--- config.mk ---
export PLATFORM = sky130hd
export DESIGN_NAME = fdc_phase_seq
export DESIGN_NICKNAME = d
export VERILOG_FILES = /design/src/rtl/fdc_pkg.sv /design/src/rtl/fdc_cmd_decode.sv /design/src/rtl/fdc_sector_src.sv /design/src/rtl/fdc_result_gen.sv /design/src/rtl/fdc_phase_seq.sv
export SDC_FILE = /design/constraint.sdc
export NUM_CORES = 1
export LEC_CHECK = 0
export CORE_MARGIN = 8
export CORE_UTILIZATION = 55
export CTS_CLUSTER_DIAMETER = 60
export DETAILED_ROUTE_END_ITERATION = 8
export GPL_ROUTABILITY_DRIVEN = 0
export HOLD_SLACK_MARGIN = 0.12
export PLACE_DENSITY = 0.79
export SETUP_SLACK_MARGIN = 0.05
export SKIP_LAST_GASP = 1
export SYNTH_ARGS = -nofsm -noshare
export SYNTH_HDL_FRONTEND = slang
export SYNTH_SLANG_ARGS = --single-unit
--- constraint.sdc ---
create_clock -name clk -period 9.15 [get_ports clk]
set_clock_uncertainty 0.15 [all_clocks]
set_input_delay 1.3725 -clock clk [delete_from_list [all_inputs] [get_ports clk]]
set_output_delay 1.3725 -clock clk [all_outputs]
set_load 0.02 [all_outputs]
--- src/rtl/fdc_pkg.sv ---
package fdc_pkg;

  typedef enum logic [2:0] {
    PH_IDLE,
    PH_PARAM,
    PH_EXEC,
    PH_DATA,
    PH_RESULT
  } phase_e;

  typedef enum logic [1:0] {
    RK_XFER,
    RK_ID,
    RK_BAD
  } res_kind_e;

  localparam logic [7:0] OP_READ    = 8'hE6;
  localparam logic [7:0] OP_VERIFY  = 8'h16;
  localparam logic [7:0] OP_READ_ID = 8'h0A;

  localparam logic [7:0] MS_RQM  = 8'h80;
  localparam logic [7:0] MS_DIO  = 8'h40;
  localparam logic [7:0] MS_PIO  = 8'h20;
  localparam logic [7:0] MS_BUSY = 8'h10;

  localparam logic [2:0] OFS_DOR  = 3'd2;
  localparam logic [2:0] OFS_MSR  = 3'd4;
  localparam logic [2:0] OFS_FIFO = 3'd5;

endpackage

--- src/rtl/fdc_cmd_decode.sv ---
module fdc_cmd_decode
  import fdc_pkg::*;
(
  input  logic [7:0] opcode,
  output logic [3:0] n_params,
  output res_kind_e  kind,
  output logic       is_read
);

  always_comb begin
    n_params = 4'd0;
    kind     = RK_BAD;
    is_read  = 1'b0;
    case (opcode)
      OP_READ: begin
        n_params = 4'd8;
        kind     = RK_XFER;
        is_read  = 1'b1;
      end
      OP_VERIFY: begin
        n_params = 4'd8;
        kind     = RK_XFER;
      end
      OP_READ_ID: begin
        n_params = 4'd1;
        kind     = RK_ID;
      end
      default: begin
        n_params = 4'd0;
        kind     = RK_BAD;
      end
    endcase
  end

endmodule

--- src/rtl/fdc_sector_src.sv ---
module fdc_sector_src #(
  parameter int SPT           = 18,
  parameter int MAX_SIZE_CODE = 7
) (
  input  logic       clk,
  input  logic       rst_n,
  input  logic       start,
  input  logic       adv,
  input  logic [7:0] first_sec,
  input  logic [7:0] eot,
  input  logic [7:0] size,
  output logic [7:0] data,
  output logic       last,
  output logic       has_data,
  output logic       overrun,
  output logic [7:0] end_sec
);

  localparam int OFF_W = 7 + MAX_SIZE_CODE;
  localparam int SZ_W  = $clog2(MAX_SIZE_CODE + 1);
  localparam logic [7:0] SPT8 = 8'(SPT);

  logic [OFF_W-1:0] off_q, off_n, off_last;
  logic [7:0]       sec_q, sec_n;
  logic [SZ_W-1:0]  sz_q, sz_n, sz_clamp;
  logic             bad_start;

  // Geometry checks on the stored command parameters
  always_comb begin
    end_sec   = (eot > SPT8) ? SPT8 : eot;
    bad_start = (first_sec == 8'd0) || (first_sec > end_sec);
    overrun   = (eot > SPT8) || bad_start;
    has_data  = !bad_start;
    sz_clamp  = (size > 8'(MAX_SIZE_CODE)) ? SZ_W'(MAX_SIZE_CODE) : size[SZ_W-1:0];
  end

  assign off_last = {OFF_W{1'b1}} >> (MAX_SIZE_CODE - int'(sz_q));
  assign data     = off_q[7:0] ^ sec_q;
  assign last     = (off_q == off_last) && (sec_q == end_sec);

  always_comb begin
    off_n = off_q;
    sec_n = sec_q;
    sz_n  = sz_q;
    if (start) begin
      off_n = '0;
      sec_n = first_sec;
      sz_n  = sz_clamp;
    end else if (adv) begin
      if (off_q == off_last) begin
        off_n = '0;
        sec_n = sec_q + 8'd1;
      end else begin
        off_n = off_q + 1'b1;
      end
    end
  end

  always_ff @(posedge clk or negedge rst_n) begin
    if (!rst_n) begin
      off_q <= '0;
      sec_q <= '0;
      sz_q  <= '0;
    end else if (start || adv) begin
      off_q <= off_n;
      sec_q <= sec_n;
      sz_q  <= sz_n;
    end
  end

  AST_SRC_OFF_RANGE: assert property (@(posedge clk) disable iff (!rst_n)
    off_q <= off_last);

  AST_SRC_WRAP: assert property (@(posedge clk) disable iff (!rst_n)
    adv && !start && (off_q == off_last) |=> (off_q == '0) && (sec_q == $past(sec_q) + 8'd1));

endmodule

--- src/rtl/fdc_result_gen.sv ---
module fdc_result_gen
  import fdc_pkg::*;
(
  input  res_kind_e  kind,
  input  logic [2:0] idx,
  input  logic [2:0] sel,
  input  logic [7:0] cyl,
  input  logic [7:0] headp,
  input  logic [7:0] end_sec,
  input  logic [7:0] size,
  input  logic [7:0] cur_cyl,
  input  logic       overrun,
  output logic [7:0] res_byte,
  output logic [2:0] last_idx
);

  logic [7:0] st0_xfer;

  assign st0_xfer = (overrun ? 8'h44 : 8'h04) | {6'd0, sel[1:0]};

  always_comb begin
    res_byte = 8'h00;
    last_idx = 3'd6;
    case (kind)
      RK_XFER: begin
        case (idx)
          3'd0:    res_byte = st0_xfer;
          3'd1:    res_byte = overrun ? 8'h80 : 8'h00;
          3'd2:    res_byte = 8'h00;
          3'd3:    res_byte = cyl;
          3'd4:    res_byte = headp;
          3'd5:    res_byte = end_sec;
          3'd6:    res_byte = size;
          default: res_byte = 8'h00;
        endcase
      end
      RK_ID: begin
        case (idx)
          3'd0:    res_byte = {5'd0, sel};
          3'd3:    res_byte = cur_cyl;
          3'd4:    res_byte = {7'd0, sel[2]};
          3'd5:    res_byte = 8'h01;
          3'd6:    res_byte = 8'h02;
          default: res_byte = 8'h00;
        endcase
      end
      default: begin
        res_byte = 8'h80;
        last_idx = 3'd0;
      end
    endcase
  end

endmodule

--- src/rtl/fdc_phase_seq.sv ---
module fdc_phase_seq
  import fdc_pkg::*;
#(
  parameter int SPT           = 18,
  parameter int ID_WAIT       = 20,
  parameter int MAX_SIZE_CODE = 7,
  parameter int SYNC_STAGES   = 2
) (
  input  logic       clk,
  input  logic       rst_n,
  input  logic [2:0] bus_addr,
  input  logic       bus_wr,
  input  logic       bus_rd,
  input  logic [7:0] bus_wdata,
  output logic [7:0] bus_rdata,
  output logic       irq
);

  localparam int TMR_W = $clog2(ID_WAIT + 1);

  // Reset release synchronizer
  logic [SYNC_STAGES-1:0] rst_pipe;
  logic                   rst_sync_n;

  generate
    for (genvar g = 0; g < SYNC_STAGES; g++) begin : g_rst_sync
      always_ff @(posedge clk or negedge rst_n) begin
        if (!rst_n) rst_pipe[g] <= 1'b0;
        else        rst_pipe[g] <= (g == 0) ? 1'b1 : rst_pipe[(g == 0) ? 0 : g - 1];
      end
    end
  endgenerate

  assign rst_sync_n = rst_pipe[SYNC_STAGES-1];

  // State
  phase_e           phase_q, phase_n;
  logic [7:0]       opcode_q, opcode_n;
  logic [3:0]       pidx_q, pidx_n;
  logic [2:0]       sel_q, sel_n;
  logic [7:0]       cyl_q, cyl_n;
  logic [7:0]       headp_q, headp_n;
  logic [7:0]       sec_q, sec_n;
  logic [7:0]       size_q, size_n;
  logic [7:0]       eot_q, eot_n;
  logic [7:0]       dor_q, dor_n;
  logic [7:0]       ccyl_q, ccyl_n;
  logic [2:0]       ridx_q, ridx_n;
  logic [TMR_W-1:0] tmr_q, tmr_n;
  logic             irq_q, irq_n;

  logic             fifo_wr, fifo_rd;
  logic [7:0]       dec_in;
  logic [3:0]       n_params;
  res_kind_e        kind;
  logic             is_read;
  logic             src_start, src_adv;
  logic [7:0]       src_data, src_end;
  logic             src_last, src_has, src_over;
  logic [7:0]       res_byte;
  logic [2:0]       res_last;
  logic [7:0]       msr;

  assign fifo_wr = bus_wr && (bus_addr == OFS_FIFO);
  assign fifo_rd = bus_rd && (bus_addr == OFS_FIFO);
  assign dec_in  = (phase_q == PH_IDLE) ? bus_wdata : opcode_q;

  fdc_cmd_decode i_dec (
    .opcode   (dec_in),
    .n_params (n_params),
    .kind     (kind),
    .is_read  (is_read)
  );

  fdc_sector_src #(
    .SPT           (SPT),
    .MAX_SIZE_CODE (MAX_SIZE_CODE)
  ) i_src (
    .clk       (clk),
    .rst_n     (rst_sync_n),
    .start     (src_start),
    .adv       (src_adv),
    .first_sec (sec_q),
    .eot       (eot_q),
    .size      (size_q),
    .data      (src_data),
    .last      (src_last),
    .has_data  (src_has),
    .overrun   (src_over),
    .end_sec   (src_end)
  );

  fdc_result_gen i_res (
    .kind     (kind),
    .idx      (ridx_q),
    .sel      (sel_q),
    .cyl      (cyl_q),
    .headp    (headp_q),
    .end_sec  (src_end),
    .size     (size_q),
    .cur_cyl  (ccyl_q),
    .overrun  (src_over),
    .res_byte (res_byte),
    .last_idx (res_last)
  );

  // Status as seen by the host
  always_comb begin
    case (phase_q)
      PH_IDLE:   msr = MS_RQM;
      PH_PARAM:  msr = MS_RQM | MS_BUSY;
      PH_EXEC:   msr = MS_BUSY;
      PH_DATA:   msr = MS_RQM | MS_DIO | MS_PIO | MS_BUSY;
      PH_RESULT: msr = MS_RQM | MS_DIO | MS_BUSY;
      default:   msr = MS_RQM;
    endcase
  end

  always_comb begin
    case (bus_addr)
      OFS_DOR: bus_rdata = dor_q;
      OFS_MSR: bus_rdata = msr;
      OFS_FIFO: begin
        if (phase_q == PH_DATA)        bus_rdata = src_data;
        else if (phase_q == PH_RESULT) bus_rdata = res_byte;
        else                           bus_rdata = 8'h00;
      end
      default: bus_rdata = 8'h00;
    endcase
  end

  // Next-state logic
  always_comb begin
    phase_n   = phase_q;
    opcode_n  = opcode_q;
    pidx_n    = pidx_q;
    sel_n     = sel_q;
    cyl_n     = cyl_q;
    headp_n   = headp_q;
    sec_n     = sec_q;
    size_n    = size_q;
    eot_n     = eot_q;
    ccyl_n    = ccyl_q;
    ridx_n    = ridx_q;
    tmr_n     = tmr_q;
    irq_n     = irq_q;
    src_start = 1'b0;
    src_adv   = 1'b0;
    dor_n     = (bus_wr && (bus_addr == OFS_DOR)) ? bus_wdata : dor_q;

    case (phase_q)
      PH_IDLE: begin
        if (fifo_wr) begin
          opcode_n = bus_wdata;
          pidx_n   = 4'd0;
          if (n_params == 4'd0) begin
            phase_n = PH_RESULT;
            ridx_n  = 3'd0;
            irq_n   = 1'b1;
          end else begin
            phase_n = PH_PARAM;
          end
        end
      end
      PH_PARAM: begin
        if (fifo_wr) begin
          case (pidx_q)
            4'd0:    sel_n   = bus_wdata[2:0];
            4'd1:    cyl_n   = bus_wdata;
            4'd2:    headp_n = bus_wdata;
            4'd3:    sec_n   = bus_wdata;
            4'd4:    size_n  = bus_wdata;
            4'd5:    eot_n   = bus_wdata;
            default: ;
          endcase
          pidx_n = pidx_q + 4'd1;
          if (pidx_q == n_params - 4'd1) begin
            ridx_n = 3'd0;
            if (kind == RK_ID) begin
              phase_n = PH_EXEC;
              tmr_n   = TMR_W'(ID_WAIT - 1);
            end else begin
              ccyl_n = cyl_q;
              if (is_read && !dor_q[3] && src_has) begin
                phase_n   = PH_DATA;
                src_start = 1'b1;
              end else begin
                phase_n = PH_RESULT;
                irq_n   = 1'b1;
              end
            end
          end
        end
      end
      PH_EXEC: begin
        if (tmr_q == '0) begin
          phase_n = PH_RESULT;
          irq_n   = 1'b1;
        end else begin
          tmr_n = tmr_q - 1'b1;
        end
      end
      PH_DATA: begin
        if (fifo_rd) begin
          src_adv = 1'b1;
          if (src_last) begin
            phase_n = PH_RESULT;
            irq_n   = 1'b1;
          end
        end
      end
      PH_RESULT: begin
        if (fifo_rd) begin
          if (ridx_q == res_last) begin
            phase_n = PH_IDLE;
            irq_n   = 1'b0;
          end else begin
            ridx_n = ridx_q + 3'd1;
          end
        end
      end
      default: phase_n = PH_IDLE;
    endcase
  end

  always_ff @(posedge clk or negedge rst_sync_n) begin
    if (!rst_sync_n) begin
      phase_q  <= PH_IDLE;
      opcode_q <= 8'h00;
      pidx_q   <= 4'd0;
      sel_q    <= 3'd0;
      cyl_q    <= 8'h00;
      headp_q  <= 8'h00;
      sec_q    <= 8'h00;
      size_q   <= 8'h00;
      eot_q    <= 8'h00;
      dor_q    <= 8'h00;
      ccyl_q   <= 8'h00;
      ridx_q   <= 3'd0;
      tmr_q    <= '0;
      irq_q    <= 1'b0;
    end else begin
      phase_q  <= phase_n;
      opcode_q <= opcode_n;
      pidx_q   <= pidx_n;
      sel_q    <= sel_n;
      cyl_q    <= cyl_n;
      headp_q  <= headp_n;
      sec_q    <= sec_n;
      size_q   <= size_n;
      eot_q    <= eot_n;
      dor_q    <= dor_n;
      ccyl_q   <= ccyl_n;
      ridx_q   <= ridx_n;
      tmr_q    <= tmr_n;
      irq_q    <= irq_n;
    end
  end

  assign irq = irq_q;

  AST_IRQ_LOW_IN_PARAMS: assert property (@(posedge clk) disable iff (!rst_sync_n)
    (phase_q == PH_PARAM) |-> !irq_q);

  AST_IRQ_ONLY_RESULT: assert property (@(posedge clk) disable iff (!rst_sync_n)
    irq_q |-> (phase_q == PH_RESULT));

  AST_RESULT_IDX_BOUND: assert property (@(posedge clk) disable iff (!rst_sync_n)
    (phase_q == PH_RESULT) |-> (ridx_q <= res_last));

  AST_IRQ_DROP_LAST: assert property (@(posedge clk) disable iff (!rst_sync_n)
    (phase_q == PH_RESULT) && fifo_rd && (ridx_q == res_last) |=> !irq_q && (phase_q == PH_IDLE));

  AST_EXEC_TIMER_BOUND: assert property (@(posedge clk) disable iff (!rst_sync_n)
    (phase_q == PH_EXEC) |-> (tmr_q < TMR_W'(ID_WAIT)));

  AST_RESULT_WRITE_IGNORED: assert property (@(posedge clk) disable iff (!rst_sync_n)
    (phase_q == PH_RESULT) && fifo_wr && !bus_rd |=> (phase_q == PH_RESULT) && $stable(ridx_q));

  AST_EXEC_WRITE_IGNORED: assert property (@(posedge clk) disable iff (!rst_sync_n)
    (phase_q == PH_EXEC) && fifo_wr |=> $stable(sel_q) && $stable(pidx_q));

endmodule

==> impl_metrics.py, run 1 <==
metrics = {
    "status": {
        "outcome": "completed",
    },
    "die": {
        "die_area_sq_um": 15400,
        "dieWidth_microns": 124,
        "core_area_sq_um": 11400,
        "start_util_pct": 56.2,
        "std_cell_rows": 39,
        "die_h_microns": 124,
        "io_pins": 24,
    },
    "pwr": {
        "ir_worst_vdd_mv": 0.183,
        "p_per_area_nw_per_um2": 167,
        "p_leak_uw": 0.00313,
    },
    "layout": {
        "drive_above_1_share_pct": 14.9,
        "antenna_cells": 0,
        "syn_to_final_growth_pct": 9.18,
        "fillCellCount": 936,
        "final_cell_mix": "dfrtp_1 (109), mux2_2 (60), nand2_1 (55)",
        "fin_nets": 677,
        "layout_commonest_cell": "dfrtp_1",
        "fin_cells": 787,
    },
    "critical_path": {
        "slowest_delay_ns": 0.67,
        "crit_type": "in -> out",
        "cp_max_fo": 11,
        "critPathSlowestCell": "clkdlybuf4s50_1",
        "path_cells": "clkdlybuf4s50_1 > nor4bb_1 > nand2_1 > a221oi_1 > inv_1 > ha_1 > nor3_1 > nand2_1 > a31oi_1 > a311o_1 > clkdlybuf4s50_1",
        "cp.required_ns": 7.63,
        "arrival_ns": 4.92,
        "startpoint_type": "primary input",
        "rrSetupSlack_ns": 4.60,
        "crit_path_end_kind": "primary output",
    },
    "yosys": {
        "ys_seq_area_share_pct": 42.9,
        "netlist.area_leader.share_pct": 42.9,
        "synthArstFlopShare_pct": 100,
        "avgSynthCellArea_sq_um": 10.2,
        "syn_inst": 631,
        "synth.area.top_cells": "dfrtp_1 (43%), mux2_2 (11%), ha_1 (4.5%)",
        "netlist_area_sq_um": 6420,
        "yosysUniqueCellTypes": 74,
        "yosys_warnings": 0,
        "synthFlopType": "dfrtp_1",
        "ys_ff_latch": 110,
        "synth_area_leader_cell": "dfrtp_1",
        "synth_edf_count": 0,
    },
    "sta": {
        "hold_slack_ns": 0.166,
        "fin_ws_ns": 2.71,
        "slew_headroom_pct": 22.2,
        "slew_viol_final": 0,
        "rsz0062_at_grt": "false",
        "setup_viol": 0,
        "fmax_mhz": 155,
        "timing_hold_violations_final": 0,
        "fin_crit_sh_pct": 70.4,
        "setup_tns_ns": 0,
        "worst_slew_pin_slew_ns": 1.16,
        "period_minus_slack_ns": 6.44,
    },
    "global_routing": {
        "grt_overflow": 0,
        "grt_pass1_wl_microns": 27500,
        "antenna_found_initial": 0,
        "grt_use_total_pct": 23.3,
        "grt_max_degree": 65,
        "grt_pass1_vias": 5130,
    },
    "drt": {
        "dr_total_vias": 5181,
        "wirelength_microns": 16800,
        "drc_errors": 0,
        "drtIter0Drc": 641,
        "viasPerCell": 6.58,
        "dr.pass1.iters": 6,
        "post_drt_wl_per_cell_microns": 21.4,
        "ant_nets": 0,
    },
    "clock_tree": {
        "clk_pin_slew_ns": 0.07,
        "cts_num_sinks": 110,
        "clk_latency_ns": 0.37,
        "cts_max_path_buffers": 2,
        "cts_tree": "yes",
        "cts_inserted_buffers": 9,
        "h-tree-depth": 3,
        "cts_resized": 0,
        "postCtsSetupBuffers": 0,
        "cts_hold_buf": 0,
        "cts-root-buf": "clkbuf_16",
    },
    "place": {
        "io_buffers": 23,
        "pre_cts_ws_ns": 2.78,
        "placed_cells": 771,
        "dp_hpwl_microns": 12300,
    },
    "min_path": {
        "hold_class": "reg -> async",
    },
    "flow_run": {
        "maxCapViolations": 0,
    },
}
-- worst paths after layout --
check	startpoint	end	cells past startpoint
worst max-delay path	bus_wdata[2]	bus_rdata[6]	11
worst max register to register	phase_q[0]	phase_q[1]	12
min in group clk	rst_pipe[0]	rst_sync_n	0
max in group asynchronous	rst_sync_n	i_src.off_q[4]	1
worst min register to register	rst_sync_n	eot_q[4]	0
worst min-delay path	rst_sync_n	eot_q[4]	0
-- worst max-delay path, delay by kind of cell --
family / cells / cell delay [ns]
AO/OA/AOI/OAI: 3 / 0.80
adder cells (fa/ha/maj): 1 / 0.36
buffers and inverters: 3 / 1.41
AND/OR/NAND/NOR: 4 / 0.97
-- state kept, by name, indices dropped and copies added (netlist names) --
| register | count |
|---|---|
| i_src.sz_q | 3 |
| pidx_q | 4 |
| i_src.off_q | 14 |
| ccyl_q | 8 |
| opcode_q | 8 |
| headp_q | 8 |
| rst_pipe | 1 |
| phase_q | 3 |
| ridx_q | 3 |
| irq | 1 |
| tmr_q | 5 |
| sel_q | 3 |
| i_src.sec_q | 8 |
| sec_q | 8 |
| cyl_q | 8 |
| eot_q | 8 |
| rst_sync_n | 1 |
| size_q | 8 |
| dor_q | 8 |
-- power by group --
part	switching (uW)	internal, uW	leakage, uW	total [uW]
sequential	47.7	520	0.00146	568
combinational	127	85.4	0.00152	212
clock	190	196	0.000142	386
-- synth_stat cells (all sizes together) (4+ instances only) --
library cell  count
xor2             11
ha               23
xnor2            13
buf              12
nor2             38
nand3            15
nand4            12
or3               7
o22ai             5
clkbuf           19
and4              4
a21oi            23
inv              20
and3              5
a22o              9
nor4              8
o21ai            38
nand2            55
a22oi            10
a211oi            4
dfrtp           110
nor3             18
and2             15
a221o             6
nor2b            11
a21o              4
mux2             69
-- metrics by stage --
stage	instance area, sq um	utilization, %	power (uW)
5_1_grt	7010	61.4	1210
6_report	7010	61.4	1170
3_5_place_dp	6720	58.9	782
2_1_floorplan	6430	-	708
3_3_place_gp	6720	58.9	776
4_1_cts	7010	61.4	1170
-- kinds of logic after synthesis --
group / share of synthesized area, %
adders and majority gates: 4.48
other: 0.0584
AOI/OAI and AO/OA: 15.8
and+or+nand+nor: 17.1
muxes: 13.0
buffers and inverters: 3.28
DFF: 42.9
xor gates and xnor gates: 3.28
-- cell type report --
type	instances	area (sq um)	area share (%)
multi-input combinational	473	3470	49.5
clock inverter	5	42.5	0.607
tap	143	179	2.55
clock buffer	11	243	3.46
sequential	110	2760	39.3
inverter	20	75.1	1.07
timing repair buffer	25	245	3.50
-- routing by layer --
metal / global-route usage (%) / vias up / wire [microns]
met4: 7.14 / 0 / 374
li1: - / 2338 / -
met5: 0 / - / 0
met3: 8.11 / 32 / 1580
met2: 35.6 / 228 / 7670
met1: 30.5 / 2583 / 7200
Power figures use the tool's default switching activity.
==> inputs of run 2 (changes only) <==
PLACE_DENSITY = 0.82   (was 0.79)
clock period = 5.75 ns   (was 9.15 ns; I/O delays follow)
==> run 2 against run 1 <==
Wire length grew 1.8%. Core utilization is 0.099 points higher. Global-route usage barely moved. Combinational power increased by 60%. Die area unchanged. Via count is 2.1% higher. Total power rose by 58%. Clock power rose by 56%. Critical path type unchanged. Highest routed layer unchanged.
==> impl_metrics.py, run 2 (synthesis results as in run 1) <==
metrics = {
    "clock_tree": {
        "clk_latency_ns": 0.36,
        "cts_tree": "yes",
        "postCtsSetupBuffers": 0,
        "cts_hold_buf": 0,
        "h-tree-depth": 3,
        "cts_num_sinks": 110,
        "clk_pin_slew_ns": 0.07,
        "cts_resized": 0,
        "cts-root-buf": "clkbuf_16",
        "cts_inserted_buffers": 9,
        "cts_max_path_buffers": 2,
    },
    "sta": {
        "fin_crit_sh_pct": 96.2,
        "setup_tns_ns": 0,
        "timing_hold_violations_final": 0,
        "fmax_mhz": 181,
        "worst_slew_pin_slew_ns": 1.07,
        "slew_headroom_pct": 28.0,
        "setup_viol": 0,
        "slew_viol_final": 0,
        "period_minus_slack_ns": 5.53,
        "rsz0062_at_grt": "false",
    },
    "layout": {
        "layout_commonest_cell": "dfrtp_1",
        "multiInputGateArea_sq_um": 3470,
        "register_area_sq_um": 2760,
        "final_cell_mix": "dfrtp_1 (109), mux2_2 (60), nand2_1 (55)",
        "fin_nets": 679,
        "largest_reg_flops": 14,
        "syn_to_final_growth_pct": 9.36,
        "fillCellCount": 909,
        "regMostFlops": "i_src.off_q",
        "drive_above_1_share_pct": 15.0,
    },
    "critical_path": {
        "crit_buf_inv": 3,
        "crit_family": "buffers and inverters",
        "startpoint_type": "primary input",
        "path_cells": "clkdlybuf4s50_1 > nor4bb_2 > nand2_1 > a221oi_1 > inv_1 > ha_1 > nor3_1 > nand2_1 > a31oi_1 > a311o_1 > clkdlybuf4s50_1",
        "critPathSlowestCell": "clkdlybuf4s50_1",
        "crit_path_end_kind": "primary output",
        "arrival_ns": 4.52,
        "cp.required_ns": 4.74,
        "cp_max_fo": 11,
        "crit_type": "in -> out",
        "slowest_delay_ns": 0.63,
    },
    "min_path": {
        "hold_class": "reg -> async",
    },
    "die": {
        "io_pins": 24,
        "die_h_microns": 124,
        "core_area_sq_um": 11400,
        "dieWidth_microns": 124,
        "std_cell_rows": 39,
        "start_util_pct": 56.2,
        "die_area_sq_um": 15400,
    },
    "drt": {
        "post_drt_wl_per_cell_microns": 21.7,
        "drtIter0Drc": 763,
        "viasPerCell": 6.71,
        "dr.pass1.iters": 5,
        "dr_total_vias": 5292,
        "drc_errors": 0,
        "ant_nets": 0,
        "wirelength_microns": 17100,
    },
    "global_routing": {
        "grt_pass1_wl_microns": 27700,
        "antenna_found_initial": 1,
        "grt_use_total_pct": 23.2,
        "grt_overflow": 0,
        "grt_max_degree": 59,
        "grt_pass1_vias": 5236,
    },
    "status": {
        "outcome": "completed",
    },
    "place": {
        "io_buffers": 23,
        "dp_hpwl_microns": 12700,
    },
    "pwr": {
        "p_leak_uw": 0.00313,
        "finalPower_uw": 1850,
        "p_per_area_nw_per_um2": 263,
        "ir_worst_vdd_mv": 0.244,
    },
    "flow_run": {
        "maxCapViolations": 0,
    },
}
run 2: worst paths after layout:
kind	from	to	slack, ns	depth (start not counted)
min in group clk	rst_pipe[0]	rst_sync_n	0.21	0
max in group asynchronous	rst_sync_n	ridx_q[2]	4.05	1
worst min register to register	rst_sync_n	eot_q[4]	0.21	0
worst max-delay path	bus_wdata[0]	bus_rdata[6]	0.22	11
worst max register to register	phase_q[0]	phase_q[1]	1.24	12
worst min-delay path	rst_sync_n	eot_q[4]	0.21	0
run 2: final cells by class:
class / instances / area share, %
antenna: 1 / 0.0357
clock buffer: 12 / 3.51
clock inverter: 3 / 0.374
inverter: 20 / 1.07
multi-input combinational: 473 / 49.5
sequential: 110 / 39.3
tap: 143 / 2.55
timing repair buffer: 27 / 3.71
run 2: routing by layer:
metal	part of all wire [%]	track usage [%]
met1	42	30.2
met2	46	36.6
met3	8.9	5.62
met4	3.1	9.29
met5	0	0
run 2: report_power, final:
group / total (uW) / switching (uW) / internal (uW)
sequential: 905 / 77.3 / 828
clock: 602 / 293 / 309
combinational: 340 / 203 / 137
run 2: worst reg2reg max path, stage by stage (launching register included):
cell       delay, ns
dfrtp_1         0.55
or3_1           0.57
and4_4          0.25
or2_4           0.28
inv_1           0.20
ha_1            0.44
or3b_2          0.50
a21oi_1         0.28
a21o_1          0.17
inv_1           0.05
a2111oi_1       0.42
and2_1          0.22
mux2_1          0.32
run 2: stage by stage:
stage	setup WS, ns	cells	util [%]	hold slack [ns]	area [sq um]
after detailed placement	0.358	773	59.0	0.197	6740
after CTS	0.255	788	61.4	0.212	7010
after global placement	0.550	773	59.0	0.189	6740
after floorplan	1.57	634	-	0.181	6430
final	0.217	789	61.5	0.206	7020
after global routing	0.140	788	61.4	0.227	7020
